--- src/rtl/avgseq_pkg.sv ---
// Shared constants, state type and code-decoding functions for the
// averaging conversion sequencer. Assumes 3-bit time and averaging codes.
package avgseq_pkg;

    localparam int MAX_SHIFT  = 10;    // log2 of the largest averaging count
    localparam int CUR_SHIFT  = 11;    // current = shunt*cal >>> CUR_SHIFT
    localparam int PWR_SHIFT  = 15;    // power = |cur|*bus >> PWR_SHIFT
    localparam int CT_US_MAX  = 8244;  // longest conversion time in us
    localparam int WAKE_US    = 40;    // recovery after power-down in us

    typedef enum logic [2:0] {
        ST_IDLE,
        ST_WAKE,
        ST_START,
        ST_CONV,
        ST_SAMPLE,
        ST_LOAD
    } seq_state_t;

    // Nominal conversion time in microseconds for a time code.
    function automatic int unsigned ct_us(input logic [2:0] code);
        case (code)
            3'd0:    return 140;
            3'd1:    return 204;
            3'd2:    return 332;
            3'd3:    return 588;
            3'd4:    return 1100;
            3'd5:    return 2116;
            3'd6:    return 4156;
            default: return 8244;
        endcase
    endfunction

    // log2 of the sample count selected by an averaging code.
    function automatic int unsigned avg_shift(input logic [2:0] code);
        case (code)
            3'd0:    return 0;
            3'd1:    return 2;
            3'd2:    return 4;
            3'd3:    return 6;
            3'd4:    return 7;
            3'd5:    return 8;
            3'd6:    return 9;
            default: return 10;
        endcase
    endfunction

endpackage

--- src/rtl/avgseq_timer.sv ---
// Loadable down-counter that paces conversions and the wake delay.
// Assumes load has priority over run; zero is high while the count is 0.
module avgseq_timer #(
    parameter int CNT_W = 14
) (
    input  logic             clk,
    input  logic             rst_n,
    input  logic             load,
    input  logic [CNT_W-1:0] load_val,
    input  logic             run,
    output logic             zero
);

    logic [CNT_W-1:0] cnt_q;

    // Load a new interval or count the current one down to zero.
    always_ff @(posedge clk) begin
        if (!rst_n)
            cnt_q <= '0;
        else if (load)
            cnt_q <= load_val;
        else if (run && cnt_q != '0)
            cnt_q <= cnt_q - 1'b1;
    end

    assign zero = (cnt_q == '0);


    timer_load_chk: assert property (@(posedge clk) disable iff (!rst_n)
        load |=> (cnt_q == $past(load_val)));

endmodule

--- src/rtl/avgseq_math.sv ---
// Combinational current and power arithmetic for one sample.
// Assumes shunt and current are two's complement, bus and cal unsigned.
module avgseq_math
    import avgseq_pkg::*;
#(
    parameter int DATA_W = 16,
    parameter int CAL_W  = 16
) (
    input  logic [DATA_W-1:0] shunt,
    input  logic [DATA_W-1:0] bus,
    input  logic [CAL_W-1:0]  cal,
    input  logic [DATA_W-1:0] cur_in,
    output logic [DATA_W-1:0] cur_out,
    output logic [DATA_W-1:0] pwr_out
);

    localparam int PROD_W = DATA_W + CAL_W + 1;
    localparam int PWR_W  = 2 * DATA_W;

    logic signed [PROD_W-1:0] cur_prod;
    logic signed [PROD_W-1:0] cur_scaled;
    logic        [DATA_W-1:0] cur_mag;
    logic        [PWR_W-1:0]  pwr_prod;
    logic        [PWR_W-1:0]  pwr_scaled;

    // Current: signed shunt times calibration, scaled down.
    always_comb begin
        cur_prod   = $signed({{(CAL_W+1){shunt[DATA_W-1]}}, shunt})
                   * $signed({{(DATA_W+1){1'b0}}, cal});
        cur_scaled = cur_prod >>> CUR_SHIFT;
        cur_out    = cur_scaled[DATA_W-1:0];
    end

    // Power: magnitude of latest current times bus, forced to zero without calibration.
    always_comb begin
        cur_mag    = cur_in[DATA_W-1] ? (~cur_in + 1'b1) : cur_in;
        pwr_prod   = {{DATA_W{1'b0}}, cur_mag} * {{DATA_W{1'b0}}, bus};
        pwr_scaled = pwr_prod >> PWR_SHIFT;
        pwr_out    = (cal == '0) ? '0 : pwr_scaled[DATA_W-1:0];
    end

endmodule

--- src/rtl/avgseq_accum.sv ---
// Bank of signed sum registers, one per result lane, with a shared
// right-shift for averaging. Assumes callers extend each lane value.
module avgseq_accum #(
    parameter int LANES  = 4,
    parameter int LANE_W = 17,
    parameter int ACC_W  = 27,
    parameter int SH_W   = 4,
    parameter int OUT_W  = 16
) (
    input  logic                         clk,
    input  logic                         rst_n,
    input  logic                         clear,
    input  logic [LANES-1:0]             add_en,
    input  logic [LANES-1:0][LANE_W-1:0] add_val,
    input  logic [SH_W-1:0]              shift,
    output logic [LANES-1:0][OUT_W-1:0]  avg
);

    for (genvar g = 0; g < LANES; g++) begin : g_lane
        logic signed [ACC_W-1:0] acc_q;
        logic signed [ACC_W-1:0] scaled;

        // Clear or add one sample into this lane's sum.
        always_ff @(posedge clk) begin
            if (!rst_n || clear)
                acc_q <= '0;
            else if (add_en[g])
                acc_q <= acc_q + $signed({{(ACC_W-LANE_W){add_val[g][LANE_W-1]}}, add_val[g]});
        end

        assign scaled = acc_q >>> shift;
        assign avg[g] = scaled[OUT_W-1:0];
    end


    clear_add_excl_chk: assert property (@(posedge clk) disable iff (!rst_n)
        clear |-> (add_en == '0));

endmodule

--- src/rtl/avg_conv_seq.sv ---
// Top of the averaging conversion sequencer. Holds configuration, runs the
// shunt/bus conversion order, feeds per-sample arithmetic into the sum bank
// and loads the averaged results at the end of each set. Assumes the
// converter answers each adc_start with one adc_done.
module avg_conv_seq
    import avgseq_pkg::*;
#(
    parameter int DATA_W       = 16,
    parameter int CAL_W        = 16,
    parameter int TICKS_PER_US = 1
) (
    input  logic              clk,
    input  logic              rst_n,
    input  logic              cfg_we,
    input  logic [2:0]        cfg_mode,
    input  logic [2:0]        cfg_ct_shunt,
    input  logic [2:0]        cfg_ct_bus,
    input  logic [2:0]        cfg_avg,
    input  logic [CAL_W-1:0]  cal,
    output logic              adc_start,
    output logic              adc_chan,
    input  logic              adc_done,
    input  logic [DATA_W-1:0] adc_data,
    output logic [DATA_W-1:0] res_shunt,
    output logic [DATA_W-1:0] res_bus,
    output logic [DATA_W-1:0] res_cur,
    output logic [DATA_W-1:0] res_pwr,
    output logic              set_done
);

    localparam int LANES     = 4;
    localparam int LANE_W    = DATA_W + 1;
    localparam int ACC_W     = LANE_W + MAX_SHIFT;
    localparam int CNT_W     = $clog2(CT_US_MAX * TICKS_PER_US + 1);
    localparam int SMP_W     = MAX_SHIFT + 1;
    localparam int SH_W      = 4;
    localparam int RECOV_CYC = WAKE_US * TICKS_PER_US;

    seq_state_t        state_q;
    logic [2:0]        mode_q, cts_q, ctb_q, avg_q;
    logic              awake_q, got_q, chan_q, done_q;
    logic [SMP_W-1:0]  samp_q, samp_last;
    logic [DATA_W-1:0] data_q, last_cur_q;
    logic [DATA_W-1:0] cur_w, pwr_w;
    logic [DATA_W-1:0] sh_q, bu_q, cu_q, pw_q;
    logic              tmr_load, tmr_run, tmr_zero;
    logic [CNT_W-1:0]  tmr_val;
    logic              cfg_active, first_chan, acc_clear;
    logic [LANES-1:0]              add_en;
    logic [LANES-1:0][LANE_W-1:0]  add_val;
    logic [LANES-1:0][DATA_W-1:0]  avg_w;
    logic [SH_W-1:0]               shift_w;

    assign cfg_active = |cfg_mode[1:0];
    assign first_chan = ~mode_q[0];
    assign samp_last  = SMP_W'((32'd1 << avg_shift(avg_q)) - 32'd1);
    assign shift_w    = SH_W'(avg_shift(avg_q));

    // Choose what the shared timer loads: wake delay or conversion time.
    always_comb begin
        tmr_load = 1'b0;
        tmr_val  = CNT_W'(RECOV_CYC - 1);
        if (cfg_we) begin
            tmr_load = cfg_active && !awake_q;
        end else if (state_q == ST_START) begin
            tmr_load = 1'b1;
            tmr_val  = CNT_W'(ct_us(chan_q ? ctb_q : cts_q) * 32'(TICKS_PER_US) - 32'd1);
        end
    end
    assign tmr_run = (state_q == ST_WAKE) || (state_q == ST_CONV);

    avgseq_timer #(.CNT_W(CNT_W)) u_timer (
        .clk(clk), .rst_n(rst_n), .load(tmr_load), .load_val(tmr_val),
        .run(tmr_run), .zero(tmr_zero)
    );

    avgseq_math #(.DATA_W(DATA_W), .CAL_W(CAL_W)) u_math (
        .shunt(data_q), .bus(data_q), .cal(cal), .cur_in(last_cur_q),
        .cur_out(cur_w), .pwr_out(pwr_w)
    );

    // Route the captured sample into the lanes of its channel.
    always_comb begin
        add_en     = '0;
        if (state_q == ST_SAMPLE && !cfg_we)
            add_en = chan_q ? 4'b1100 : 4'b0011;
        add_val[0] = {data_q[DATA_W-1], data_q};
        add_val[1] = {cur_w[DATA_W-1], cur_w};
        add_val[2] = {1'b0, data_q};
        add_val[3] = {1'b0, pwr_w};
    end
    assign acc_clear = cfg_we || (state_q == ST_LOAD);

    avgseq_accum #(.LANES(LANES), .LANE_W(LANE_W), .ACC_W(ACC_W),
                   .SH_W(SH_W), .OUT_W(DATA_W)) u_accum (
        .clk(clk), .rst_n(rst_n), .clear(acc_clear), .add_en(add_en),
        .add_val(add_val), .shift(shift_w), .avg(avg_w)
    );

    // Sequence configuration, conversions, sample steps and result loads.
    always_ff @(posedge clk) begin
        if (!rst_n) begin
            state_q    <= ST_IDLE;
            mode_q     <= 3'b000;
            cts_q      <= '0;
            ctb_q      <= '0;
            avg_q      <= '0;
            awake_q    <= 1'b0;
            got_q      <= 1'b0;
            chan_q     <= 1'b0;
            samp_q     <= '0;
            data_q     <= '0;
            last_cur_q <= '0;
            sh_q <= '0; bu_q <= '0; cu_q <= '0; pw_q <= '0;
            done_q     <= 1'b0;
        end else if (cfg_we) begin
            mode_q  <= cfg_mode;
            cts_q   <= cfg_ct_shunt;
            ctb_q   <= cfg_ct_bus;
            avg_q   <= cfg_avg;
            chan_q  <= ~cfg_mode[0];
            samp_q  <= '0;
            got_q   <= 1'b0;
            done_q  <= 1'b0;
            if (!cfg_active) begin
                awake_q <= 1'b0;
                state_q <= ST_IDLE;
            end else begin
                state_q <= awake_q ? ST_START : ST_WAKE;
            end
        end else begin
            done_q <= 1'b0;
            case (state_q)
                ST_WAKE: if (tmr_zero) begin
                    awake_q <= 1'b1;
                    state_q <= ST_START;
                end
                ST_START: begin
                    got_q   <= 1'b0;
                    state_q <= ST_CONV;
                end
                ST_CONV: begin
                    if (adc_done) begin
                        data_q <= adc_data;
                        got_q  <= 1'b1;
                    end
                    if (tmr_zero && (got_q || adc_done))
                        state_q <= ST_SAMPLE;
                end
                ST_SAMPLE: begin
                    if (!chan_q)
                        last_cur_q <= cur_w;
                    if (!chan_q && mode_q[1]) begin
                        chan_q  <= 1'b1;
                        state_q <= ST_START;
                    end else if (samp_q == samp_last) begin
                        state_q <= ST_LOAD;
                    end else begin
                        samp_q  <= samp_q + 1'b1;
                        chan_q  <= first_chan;
                        state_q <= ST_START;
                    end
                end
                ST_LOAD: begin
                    if (mode_q[0]) begin
                        sh_q <= avg_w[0];
                        cu_q <= avg_w[1];
                    end
                    if (mode_q[1]) begin
                        bu_q <= avg_w[2];
                        pw_q <= avg_w[3];
                    end
                    done_q  <= 1'b1;
                    samp_q  <= '0;
                    chan_q  <= first_chan;
                    state_q <= mode_q[2] ? ST_START : ST_IDLE;
                end
                default: state_q <= ST_IDLE;
            endcase
        end
    end

    assign adc_start = (state_q == ST_START);
    assign adc_chan  = chan_q;
    assign res_shunt = sh_q;
    assign res_bus   = bu_q;
    assign res_cur   = cu_q;
    assign res_pwr   = pw_q;
    assign set_done  = done_q;


    start_pulse_chk: assert property (@(posedge clk) disable iff (!rst_n)
        adc_start |=> !adc_start);

    done_pulse_chk: assert property (@(posedge clk) disable iff (!rst_n)
        set_done |=> !set_done);

    result_hold_chk: assert property (@(posedge clk) disable iff (!rst_n)
        !set_done |-> ($stable(res_shunt) && $stable(res_bus)
                       && $stable(res_cur) && $stable(res_pwr)));

    asleep_quiet_chk: assert property (@(posedge clk) disable iff (!rst_n)
        !awake_q |-> !adc_start);

    sample_range_chk: assert property (@(posedge clk) disable iff (!rst_n)
        samp_q <= samp_last);

endmodule

--- config.mk ---
export PLATFORM = sky130hd
export DESIGN_NAME = avg_conv_seq
export DESIGN_NICKNAME = d
export VERILOG_FILES = /design/src/rtl/avgseq_pkg.sv /design/src/rtl/avgseq_timer.sv /design/src/rtl/avgseq_math.sv /design/src/rtl/avgseq_accum.sv /design/src/rtl/avg_conv_seq.sv
export SDC_FILE = /design/constraint.sdc
export NUM_CORES = 2
export LEC_CHECK = 0
export CAP_MARGIN = 20
export CORE_UTILIZATION = 43
export DETAILED_ROUTE_END_ITERATION = 10
export DONT_BUFFER_PORTS = 1
export GPL_TIMING_DRIVEN = 0
export PLACE_DENSITY = 0.67
export SLEW_MARGIN = 20
export SYNTH_ARGS = -nofsm -noshare
export SYNTH_HDL_FRONTEND = slang
export SYNTH_HIERARCHICAL = 1
export SYNTH_SLANG_ARGS = --single-unit
export TNS_END_PERCENT = 100
--- constraint.sdc ---
create_clock -name clk -period 12.92 [get_ports clk]
set_input_delay 2.584 -clock clk [delete_from_list [all_inputs] [get_ports clk]]
set_output_delay 2.584 -clock clk [all_outputs]
set_load 0.01 [all_outputs]
==> impl_metrics.ini <==
[run_status]
run_status = completed

[worst_hold_path]
holdCritStartpoint = last_cur_q[15]$_SDFFE_PN0P_
hold-path-cell-count = 2
worstHoldPathType = reg -> reg
hold_path_end = last_cur_q[15]$_SDFFE_PN0P_

[placed_design]
gp_congestion = 0.935
detailed_place_hpwl_um = 85200
placed_area_um2 = 36900
port_buffers = 0

[cts]
worstSkewPairLatency_ns = 0.60
ctsHtreeMaxLevel = 1
postCtsSetupBuffers = 0
clkSlewWorstSetupHoldPaths_ns = 0.06
cts_tree = yes
cts.sinks = 248
clockRootBuffer = sky130_fd_sc_hd__clkbuf_16
cts.path.max_buffers = 3
cts_hold_buf = 0
cts_buffers = 30
cts.repair.resized = 0

[sta]
timing_worst_slew_pin_value_ns = 1.19
clock-skew-final_ns = 0.0208
timing_max_transition_violations_final = 0
slew-limit-headroom_pct = 20.4
final_setup_violating_endpoints = 0
maxClockFrequency_mhz = 85.0
rsz_0062_raised_after_global_routing = false
min_period_over_period_pct = 91.0
fin_hold_ws_ns = 0.481
hold_viol_final = 0
timing.final.crit_period_ns = 11.76

[detailed_routing]
drtIter0Drc = 2428
route.detailed.vias_per_inst = 5.75
drt_pre_antenna_iters = 8
drc = 0
routed_wire_length_per_instance_um = 20.1
via_count = 30900
totalWireLength_um = 108000
detail-route-antenna-nets = 0

[layout]
final_core_util_pct = 46.8
postLayoutCellArea_um2 = 37900
nNetsFinal = 5011
layout-drive-gt1-share_pct = 5.20
nFillCells = 7862
syn_to_final_growth_pct = 7.02

[floorplanning]
dieArea_um2 = 83600
rows = 104
effective_utilization_at_floorplan_pct = 43.7
floorplan.core_area_um2 = 81100
die_w_um = 289
die-height_um = 289
pin_count = 115

[critical_path]
worst_path_dominant_cell_family = adder cells
r2r_setup_slack_ns = 1.55
critical-path-slowest-cell = sky130_fd_sc_hd__a211oi_1
critical-path-top-cell-by-count = sky130_fd_sc_hd__fa_1
worst_path_largest_cell_delay_ns = 0.70
reg2reg_depth = 36
worst_ep_arrival_time_ns = 12.26
regToRegStartpoint = last_cur_q[0]$_SDFFE_PN0P_
worst-path-buf-inv = 7
critical_path.max_fanout = 12
criticalPathCategory = in -> reg
cp.depth = 31
category_of_the_worst_setup_path_launch_point = input pin
reg2reg_to = u_accum/g_lane[3].acc_q[23]$_SDFFE_PP0P_
cp_data_required_time_ns = 13.41
setup.worst_path.end_class = flop

[synthesis]
top_area_cell_type_share_of_the_netlist_area_pct = 21.6
yosys-mux-area-fraction_pct = 9.18
yosys_warnings = 6
syn_area_um2 = 35400
yosys-top-cells-count = sky130_fd_sc_hd__nand2_1 (668), sky130_fd_sc_hd__inv_1 (503), sky130_fd_sc_hd__fa_1 (382)
adder_and_majority_gate_portion_of_the_synthesized_area_pct = 31.9
main_combinational_cell_family_by_area_after_synthesis = adder cells
synthesized_area_fraction_occupied_by_xor_and_xnor_cells_pct = 3.28
synth-edff-count = 0
synth.distinct_cells = 104
synth_seq_cells = 248
postSynthCellCount = 4230
postSynth.asyncResetShare_pct = 0
synth_compound_gate_area_share_pct = 14.5
most_used_flip_flop_cell_after_synthesis = sky130_fd_sc_hd__dfxtp_1
postSynthAreaPerCell_um2 = 8.38
seq_area_frac_synth_pct = 14.0
synth_most_common_cell = sky130_fd_sc_hd__nand2_1
synthTopCellsByArea = sky130_fd_sc_hd__fa_1 (22%), sky130_fd_sc_hd__dfxtp_1 (14%), sky130_fd_sc_hd__ha_1 (10%), sky130_fd_sc_hd__nand2_1 (7.1%), sky130_fd_sc_hd__inv_1 (5.3%)
synth_area_leader_cell = sky130_fd_sc_hd__fa_1
post_synth_and_or_nand_nor_area_fraction_pct = 19.2

[pwr]
leakage_nw = 16.7
power_per_cell_area_nw_per_um2 = 50.2
vdd.ir_drop.worst_mv = 0.0672
p_total_mw = 1.90

[grt]
grt_usage_pct = 25.9
grt_pass1_vias = 30500
grt_first_pass_wirelength_um = 170000
maximum_number_of_pins_on_one_net_before_global_route_repair = 25
grt_antenna_before_repair = 1
overall_overflow_remaining_after_global_route = 0

[flow_run]
max_cap_viol_count = 0
## registers in the layout, indices dropped and copies added (netlist names), 3 cells and up
signal	cells
state_q	3
u_timer/cnt_q	14
last_cur_q	16
ctb_q	3
u_accum/g_lane.acc_q	108
mode_q	3
cts_q	3
res_pwr	16
res_shunt	16
data_q	16
samp_q	11
res_bus	16
res_cur	16
avg_q	3
## kinds of logic (layout without fill, tap and decap cells)
| logic type | count (synthesis) | after routing |
|---|---|---|
| AND/OR/NAND/NOR | 1455 | 1455 |
| multiplexers | 233 | 233 |
| XOR/XNOR | 132 | 132 |
| AO/OA/AOI/OAI | 762 | 762 |
| other | 2 | 30 |
| buffers and inverters | 724 | 775 |
| flip-flops | 248 | 248 |
| adder cells (fa/ha/maj) | 674 | 674 |
## metrics by stage
stage	cells	setup WS, ns	TNS [ns]
floorplan	4256	2.14	0
global placement	5316	-0.132	-0.132
detailed placement	5317	0.623	0
CTS	5367	1.22	0
global route	5367	0.493	0
finish	5369	1.16	0
## placed cells by master, fill, tap and decap left out, types with 16 or more instances in the layout
cell and instances:
sky130_fd_sc_hd__a211oi_1 39, sky130_fd_sc_hd__a21boi_0 87, sky130_fd_sc_hd__a21o_1 74, sky130_fd_sc_hd__a21oi_1 176, sky130_fd_sc_hd__a31oi_1 37, sky130_fd_sc_hd__and2_1 204, sky130_fd_sc_hd__buf_1 31, sky130_fd_sc_hd__clkbuf_1 173
sky130_fd_sc_hd__clkbuf_16 30, sky130_fd_sc_hd__conb_1 28, sky130_fd_sc_hd__dfxtp_1 236, sky130_fd_sc_hd__fa_1 382, sky130_fd_sc_hd__ha_1 292, sky130_fd_sc_hd__inv_1 503, sky130_fd_sc_hd__mux2_2 23, sky130_fd_sc_hd__mux2i_1 138
sky130_fd_sc_hd__mux4_2 71, sky130_fd_sc_hd__nand2_1 668, sky130_fd_sc_hd__nand2b_1 40, sky130_fd_sc_hd__nand3_1 71, sky130_fd_sc_hd__nand4_1 25, sky130_fd_sc_hd__nor2_1 243, sky130_fd_sc_hd__nor2b_1 58, sky130_fd_sc_hd__nor3_1 47
sky130_fd_sc_hd__nor4_1 16, sky130_fd_sc_hd__o211ai_1 30, sky130_fd_sc_hd__o21a_1 24, sky130_fd_sc_hd__o21ai_0 138, sky130_fd_sc_hd__o21bai_1 18, sky130_fd_sc_hd__o31ai_1 17, sky130_fd_sc_hd__or3_1 18, sky130_fd_sc_hd__xnor2_1 87
sky130_fd_sc_hd__xor2_1 43
## area by class of cell
| cell class | count | area, um2 | area share [%] |
|---|---|---|---|
| multi-input cells | 3284 | 27800 | 73.3 |
| flip-flops and latches | 248 | 4980 | 13.1 |
| inverters | 508 | 1910 | 5.03 |
| well taps | 1060 | 1330 | 3.50 |
| plain buffers | 216 | 870 | 2.29 |
| clock buffers | 39 | 865 | 2.28 |
| clock inverters | 11 | 161 | 0.425 |
| repair buffers | 1 | 11.3 | 0.0297 |
| diodes | 2 | 5.00 | 0.0132 |
## power by group
group	internal [mW]	switching [mW]
registers	0.772	0.00728
logic	0.0826	0.154
clock network	0.527	0.361
total	1.38	0.523
## worst register-to-register path: cells and delay by family, from the launching register on
family                     cells  cell delay (ns)
buffers and inverters          7             1.63
DFF                            1             0.60
AOI/OAI and AO/OA             12             2.89
xor gates and xnor gates       1             0.77
and+or+nand+nor                5             0.87
muxes                          2             0.50
adders and majority gates      9             3.96
## worst max-delay path by stage
stage / startpoint / to / slack [ns]
6_report: cal[10] / u_accum/g_lane[1].acc_q[26]$_SDFFE_PP0P_ / 1.16
5_1_grt: cal[10] / u_accum/g_lane[1].acc_q[26]$_SDFFE_PP0P_ / 0.49
4_1_cts: cal[10] / u_accum/g_lane[1].acc_q[26]$_SDFFE_PP0P_ / 1.22
3_5_place_dp: cal[10] / u_accum/g_lane[1].acc_q[26]$_SDFFE_PP0P_ / 0.62
3_3_place_gp: cal[10] / u_accum/g_lane[1].acc_q[26]$_SDFFE_PP0P_ / -0.13
2_1_floorplan: cal[10] / u_accum/g_lane[1].acc_q[26]$_SDFFE_PP0P_ / 2.14
## per-layer routing
layer	up-vias	routed length [um]	GRT usage, %
li1	14200	-	-
met1	15300	47200	35.3
met2	1164	49200	41.7
met3	233	7170	3.65
met4	0	4290	9.43
met5	-	0	0
Note: power is estimated with default switching activity, not from simulation.
